--- config.mk ---
export PLATFORM = sky130hd
export DESIGN_NAME = gpio_evt_detect
export DESIGN_NICKNAME = d
export VERILOG_FILES = /design/src/rtl/gpio_evt_pkg.sv /design/src/rtl/gpio_evt_ctrl.sv /design/src/rtl/gpio_evt_dp.sv /design/src/rtl/gpio_evt_detect.sv
export SDC_FILE = /design/constraint.sdc
export NUM_CORES = 1
export LEC_CHECK = 0
export CAP_MARGIN = 20
export CORE_ASPECT_RATIO = 1.4
export CORE_MARGIN = 3
export CORE_UTILIZATION = 60
export DETAILED_ROUTE_END_ITERATION = 12
export GPL_TIMING_DRIVEN = 1
export PLACE_DENSITY = 0.85
export SYNTH_ARGS = -nofsm -noshare
export SYNTH_HDL_FRONTEND = slang
export SYNTH_HIERARCHICAL = 1
export SYNTH_SLANG_ARGS = --single-unit
--- constraint.sdc ---
create_clock -name clk -period 8.71 [get_ports clk]
set_clock_uncertainty 0.1 [all_clocks]
set_input_delay 2.613 -clock clk [delete_from_list [all_inputs] [get_ports clk]]
set_output_delay 2.613 -clock clk [all_outputs]
set_load 0.05 [all_outputs]
--- src/rtl/gpio_evt_pkg.sv ---
package gpio_evt_pkg;
  localparam int NUM_PINS   = 54;
  localparam int BANK_W     = 32;
  localparam int NUM_BANKS  = (NUM_PINS + BANK_W - 1) / BANK_W;
  localparam int PAD_W      = NUM_BANKS * BANK_W;
  localparam int BANK_SEL_W = (NUM_BANKS > 1) ? $clog2(NUM_BANKS) : 1;
  localparam int ADDR_W     = 8;
  localparam int EVT_BASE   = 'h40;
  localparam int GRP_STRIDE = 12;
  localparam int NUM_GRP    = 7;

  // Group order follows the address order: status first, then the six enables.
  typedef enum logic [2:0] {
    GRP_STAT  = 3'd0,
    GRP_RISE  = 3'd1,
    GRP_FALL  = 3'd2,
    GRP_HIGH  = 3'd3,
    GRP_LOW   = 3'd4,
    GRP_ARISE = 3'd5,
    GRP_AFALL = 3'd6,
    GRP_NONE  = 3'd7
  } evtGrp_e;

  typedef struct packed {
    logic                  wrEn;
    evtGrp_e               grp;
    logic [BANK_SEL_W-1:0] bank;
  } evtStrobe_t;
endpackage

--- src/rtl/gpio_evt_ctrl.sv ---
module gpio_evt_ctrl
  import gpio_evt_pkg::*;
(
  input  logic [ADDR_W-1:0] busAddr,
  input  logic              busWrEn,
  output evtStrobe_t        strobe
);
  evtGrp_e               hitGrp;
  logic [BANK_SEL_W-1:0] hitBank;

  // Compare the address against every (group, bank) word; anything else is unmapped.
  always_comb begin
    hitGrp  = GRP_NONE;
    hitBank = '0;
    for (int g = 0; g < NUM_GRP; g++) begin
      for (int b = 0; b < NUM_BANKS; b++) begin
        if (busAddr == ADDR_W'(EVT_BASE + g * GRP_STRIDE + b * 4)) begin
          hitGrp  = evtGrp_e'(3'(g));
          hitBank = BANK_SEL_W'(b);
        end
      end
    end
  end

  assign strobe.grp  = hitGrp;
  assign strobe.bank = hitBank;
  assign strobe.wrEn = busWrEn && (hitGrp != GRP_NONE);
endmodule

--- src/rtl/gpio_evt_dp.sv ---
module gpio_evt_dp
  import gpio_evt_pkg::*;
(
  input  logic                 clk,
  input  logic                 rstN,
  input  logic [NUM_PINS-1:0]  pinIn,
  input  evtStrobe_t           strobe,
  input  logic [BANK_W-1:0]    busWrData,
  output logic [BANK_W-1:0]    busRdData,
  output logic [NUM_BANKS-1:0] irq
);
  localparam logic [PAD_W-1:0] VALID_MASK = {PAD_W{1'b1}} >> (PAD_W - NUM_PINS);

  logic [PAD_W-1:0] padIn;
  logic [PAD_W-1:0] syncA, syncB, prevQ, rawQ;
  logic [PAD_W-1:0] statQ;
  logic [PAD_W-1:0] enQ [NUM_GRP-1];
  logic [PAD_W-1:0] laneMask, laneData, clrVec, setCond, rdVec;
  logic [PAD_W-1:0] sRise, sFall, aRise, aFall;

  assign padIn    = PAD_W'(pinIn);
  assign laneMask = PAD_W'({BANK_W{1'b1}}) << (int'(strobe.bank) * BANK_W);
  assign laneData = (PAD_W'(busWrData) << (int'(strobe.bank) * BANK_W)) & VALID_MASK;
  assign clrVec   = (strobe.wrEn && strobe.grp == GRP_STAT) ? laneData : '0;

  // Synchronous path compares successive synchronised samples.
  // The fast path compares the raw pin with its last sample.
  assign sRise = syncB & ~prevQ;
  assign sFall = ~syncB & prevQ;
  assign aRise = padIn & ~rawQ & VALID_MASK;
  assign aFall = ~padIn & rawQ;

  assign setCond = (enQ[0] & sRise) | (enQ[1] & sFall) |
                   (enQ[2] & syncB) | (enQ[3] & ~syncB) |
                   (enQ[4] & aRise) | (enQ[5] & aFall);

  always_ff @(posedge clk or negedge rstN) begin
    if (!rstN) begin
      syncA <= '0;
      syncB <= '0;
      prevQ <= '0;
      rawQ  <= '0;
      statQ <= '0;
      for (int g = 0; g < NUM_GRP - 1; g++) enQ[g] <= '0;
    end else begin
      syncA <= padIn & VALID_MASK;
      syncB <= syncA;
      prevQ <= syncB;
      rawQ  <= padIn & VALID_MASK;
      // A set on the same edge as a clear wins.
      statQ <= (setCond | (statQ & ~clrVec)) & VALID_MASK;
      for (int g = 0; g < NUM_GRP - 1; g++) begin
        if (strobe.wrEn && strobe.grp == evtGrp_e'(3'(g + 1)))
          enQ[g] <= (enQ[g] & ~laneMask) | laneData;
      end
    end
  end

  always_comb begin
    rdVec = '0;
    if (strobe.grp == GRP_STAT) rdVec = statQ;
    else if (strobe.grp != GRP_NONE) rdVec = enQ[3'(strobe.grp) - 3'd1];
  end
  assign busRdData = rdVec[int'(strobe.bank) * BANK_W +: BANK_W];

  for (genvar b = 0; b < NUM_BANKS; b++) begin : g_irq
    assign irq[b] = |statQ[b * BANK_W +: BANK_W];
  end

  // cleared bits with no competing set end up 0.
  a_r4_clear: assert property (@(posedge clk) disable iff (!rstN)
    (|(clrVec & ~setCond)) |=> ((statQ & $past(clrVec & ~setCond)) == '0));

  // bits not being cleared keep their value.
  a_r4_sticky: assert property (@(posedge clk) disable iff (!rstN)
    (|(statQ & ~clrVec)) |=> ((statQ & $past(statQ & ~clrVec)) == $past(statQ & ~clrVec)));

  // a set condition always lands in the status register.
  a_r5_set_wins: assert property (@(posedge clk) disable iff (!rstN)
    (|setCond) |=> ((statQ & $past(setCond)) == $past(setCond)));

  // an enable word only changes when it is written.
  for (genvar g = 0; g < NUM_GRP - 1; g++) begin : g_enChk
    a_r2_en_hold: assert property (@(posedge clk) disable iff (!rstN)
      !(strobe.wrEn && strobe.grp == evtGrp_e'(3'(g + 1))) |=> $stable(enQ[g]));
  end
endmodule

--- src/rtl/gpio_evt_detect.sv ---
module gpio_evt_detect
  import gpio_evt_pkg::*;
(
  input  logic                 clk,
  input  logic                 rstN,
  input  logic [NUM_PINS-1:0]  pinIn,
  input  logic [ADDR_W-1:0]    busAddr,
  input  logic                 busWrEn,
  input  logic [BANK_W-1:0]    busWrData,
  output logic [BANK_W-1:0]    busRdData,
  output logic [NUM_BANKS-1:0] irq
);
  evtStrobe_t strobe;

  gpio_evt_ctrl u_ctrl (
    .busAddr (busAddr),
    .busWrEn (busWrEn),
    .strobe  (strobe)
  );

  gpio_evt_dp u_dp (
    .clk       (clk),
    .rstN      (rstN),
    .pinIn     (pinIn),
    .strobe    (strobe),
    .busWrData (busWrData),
    .busRdData (busRdData),
    .irq       (irq)
  );
endmodule

==> results <==
- The placed instance area is 28960 µm².
- The first global-routing pass estimated 110900 µm of wire.
- The worst setup slack after layout is 0.0005107 ns.
- The worst hold-check slack is 0.2911 ns.
- The detailed router placed 18590 vias in this run.
- CTS built an H-tree with a depth of 2.
- After clock tree synthesis, the flow added hold-fix buffers numbering 0.
- The top-level port count is 131.
- The fraction of registers with async set/reset is 100.0%.
- The minimum clock period is 8.709 ns.
- The number of fillers in the final layout is 2655.
- The average instance in the mapped netlist occupies 13.13 µm².
- Summing all non-filler instances in the final layout gives an area of 31160 µm².
- The mapped netlist covers 26310 µm².
- The net count of the finished layout is 2258.
- In this design, the largest share of critical-path delay is due to buffers and inverters.
- The total CTS buffers is 55.
- The portion of the clock cycle consumed by the worst path in the final layout is 99.99%.
- The number of violations of the max-capacitance limit is 0.
- The core area is 43240 µm².
- The die outline width is 183.0 µm.
- The multi-input combinational cells in the finished layout cover a total of 10980 µm².
- The slew of the pin with the lowest slew margin is 1.204 ns.
- The sequential area share after synthesis is 57.07%.
- The critical path capture point type is an output port.
- The detailed-route wire length per cell is 26.74 µm.
- The area growth from synthesis to layout is 18.46%.
- The setup slack after placement is -0.1055 ns.
- The clock reaches the later pin of the worst-skew pair after 0.61 ns.
- The path type of the worst setup path is input pin to output port.
- The number of warnings reported in the yosys synthesis log is 6.
- Setup repair after global routing could not meet its margin everywhere.
- In this run the critical register-to-register path is captured at u_dp/statQ[16]$_DFF_PN0_.
- In this run the static leakage power is 13.96 nW.
- The flow ran to the end, and the final reports show no timing, DRC or antenna violations.
- The type of origin of the critical path is an input pin.
- Counting flops with a built-in enable in the synthesized netlist gives 0.
- Among the stages of the critical path, the cell type that occurs most often is buf_4.
- In this run the deepest clock path goes through 3 buffers.
- Entering global routing, the biggest net connects 199 pins.
- When the netlist entered floorplanning its net count stood at 2105.
- The weighted congestion at the end of routability-driven global placement is 0.8590.
- For this design, the sink count on the clock tree is 600.
- The final-report hold violation count was 0.
- The y dimension of the die is 253.8 µm.
- Synthesis handed over a netlist of 2003 instances.
- The flop-to-flop setup slack is 7.43 ns.
- The biggest area contributor in the post-synthesis netlist is dfrtp_1.
- The setup-violating endpoint count in the final report is 0.
- The routed design has 73570 µm of wire.
- The number of max-slew violations in the final report is 0.
- In this run the power density over the cells is 180.4 nW/µm².
- Walking the worst path, the cells encountered are clkdlybuf4s50_1 > or4b_4 > nor3b_2 > buf_4 > a311oi_4 > inv_2 > ha_4 > xor2_4 > buf_6 > bufbuf_16 > buf_4 > mux4_2 > nand2_1 > o2111ai_1 > and2_1 > buf_12.
- The data required time at the worst endpoint is 6.00 ns.
- The critical path's largest stage delay is 0.59 ns.
- The overall fraction of global-route tracks in use is 30.92%.
- The clock-pin slew on the worst setup and hold paths is 0.06 ns.
- The normalized max-slew margin is 19.74%.
- The total negative slack is 0 ns.
- The pre-antenna-repair detailed-routing pass consisted of 5 iterations.
- The synthesized design contains 600 register bits.
- The HPWL after detailed placement is 44010 µm.
- The routed via count divided by cell count is 6.757.
- The number of global-route vias before repair is 19320.
- The starting density of the core is 60.84%.
- The final antenna-violating net count is 0.
- The worst ir drop on vdd is 0.1897 mV.
- The layout cell share with drive strength beyond 1 is 29.96%.
- In this run the tool buffered the top-level ports with 130 buffer cells.
- TritonCTS built the clock tree.
- The hold path startpoint is u_dp/rawQ[25]$_DFF_PN0_.
- The cell type of the slowest stage on the worst timing path is or4b_4.
- The cell depth of the worst flop-to-flop path is 3.
- The worst hold path belongs to the class flop to flop.
- The commonest register cell after synthesis is dfrtp_1.
- In the routed design, unresolved DRC markers number 0.
- The count of unique library cells instantiated by Yosys is 53.
- The critical path contains buffers and inverters numbering 7 combined.
- The root buffer cell chosen for the clock tree is clkbuf_16.
- The area taken by flip-flops and latches is 15010 µm².
- The path with the worst hold slack has its endpoint at u_dp/syncB[25]$_DFF_PN0_.
- The initial antenna violation count is 2.
- In this run, the number of DRC markers left after iteration 0 of detailed routing was 1911.
- The highest fanout seen on the critical path is 12.
- The source of the worst register-to-register timing path is u_dp/syncB[16]$_DFF_PN0_.
- The arrival time at the worst endpoint is 6.00 ns.
- Ranked by total cell area, the synthesized netlist is headed by dfrtp_1 (57%), mux2_2 (14%), mux4_2 (5.5%).
- The total overflow left after global routing is 0.
- The die outline area is 46430 µm².
- The worst hold path cell count is 0.
- For this run, the top clock speed supported by timing is 114.8 MHz.
- In this run the core area contains 90 standard-cell rows.
- The area share of the largest cell type after synthesis is 57.07%.
## placed cells by master (no fill, tap or decap), types with 23 or more instances in the layout
cell,netlist,routed
buf_4,17,67
nor2b_1,27,27
mux2_2,326,326
a211o_1,32,32
and2_1,75,66
o221ai_1,23,23
a21oi_1,121,120
o21ai_0,58,58
clkdlybuf4s50_1,0,97
a211oi_1,51,43
buf_12,0,43
inv_1,34,33
nand2_1,177,173
nand3b_1,54,54
mux4_2,64,64
dfrtp_1,600,600
mux2i_1,77,76
clkbuf_16,0,56
## how the worst max path moves through the flow
stage	startpoint	end	slack, ns	cells after the start
after floorplan	busAddr[1]	busRdData[22]	-0.05	11
after global placement	busAddr[1]	busRdData[1]	0.02	14
after detailed placement	busAddr[1]	busRdData[16]	-0.11	15
after CTS	busAddr[3]	busRdData[16]	0.005	14
after global routing	busAddr[7]	busRdData[5]	-0.09	15
final	busAddr[1]	busRdData[3]	0.0005	16
## worst register-to-register path, cell delays in order, from the launching register on
cell and delay [ns]:
dfrtp_1 0.42, a211oi_1 0.31, a21oi_1 0.10, a211o_1 0.23
## cells in the mapped netlist (15+ instances only)
cell / n
inv_1: 34
o22ai_1: 18
o21ai_0: 58
nand2_1: 177
nor2_1: 15
and2_1: 75
mux4_2: 64
a211o_1: 32
a211oi_1: 51
clkbuf_1: 60
mux2_2: 326
nor2b_1: 27
buf_4: 17
o221ai_1: 23
buf_2: 32
dfrtp_1: 600
a21oi_1: 121
nand3b_1: 54
mux2i_1: 77
## layer usage
metal | GRT usage (%) | part of all wire, %
met2 | 51.25 | 49
met4 | 15.61 | 5.3
met3 | 5.398 | 7.8
met5 | 0 | 0
met1 | 39.64 | 37
## power by group
part / internal, W / switching [W]
Combinational: 0.000116 / 0.000168
Sequential: 0.00285 / 0.0000474
Clock: 0.00139 / 0.00106
Total: 0.00435 / 0.00127
## cells by family after synthesis
kind of cell	Yosys count	share of synthesized area [%]
compound gates	357	8.637
xor+xnor	4	0.2331
fa+ha+maj	5	0.2378
buf+inv	156	2.735
flops	600	57.07
mux	477	23.02
simple gates	404	8.062
## final cells by class
cell class,instances,share of cell area [%]
antenna,3,0.02409
clock buffer,77,4.971
clock inverter,20,0.8030
inverter,35,0.4216
multi-input combinational,1247,35.24
sequential,600,48.18
tap,552,2.216
timing repair buffer,217,8.143
## repair_timing
| action | CTS | global route |
|---|---|---|
| gates resized for setup | 8 | 36 |
| pin swaps | 1 | 5 |
| cloned | 2 | 1 |
| buffers inserted | 3 | 5 |
| setup endpoints to repair | 27 | 31 |
## stage by stage
stage	utilization (%)	total power [W]	cells
detailed placement	66.98	0.003214	2639
global route	72.05	0.005783	2749
global placement	66.98	0.003198	2639
CTS	71.46	0.005632	2741
floorplan	-	0.003040	2003
finish	72.07	0.005622	2751
No activity file was read; power rests on OpenSTA's default activity.
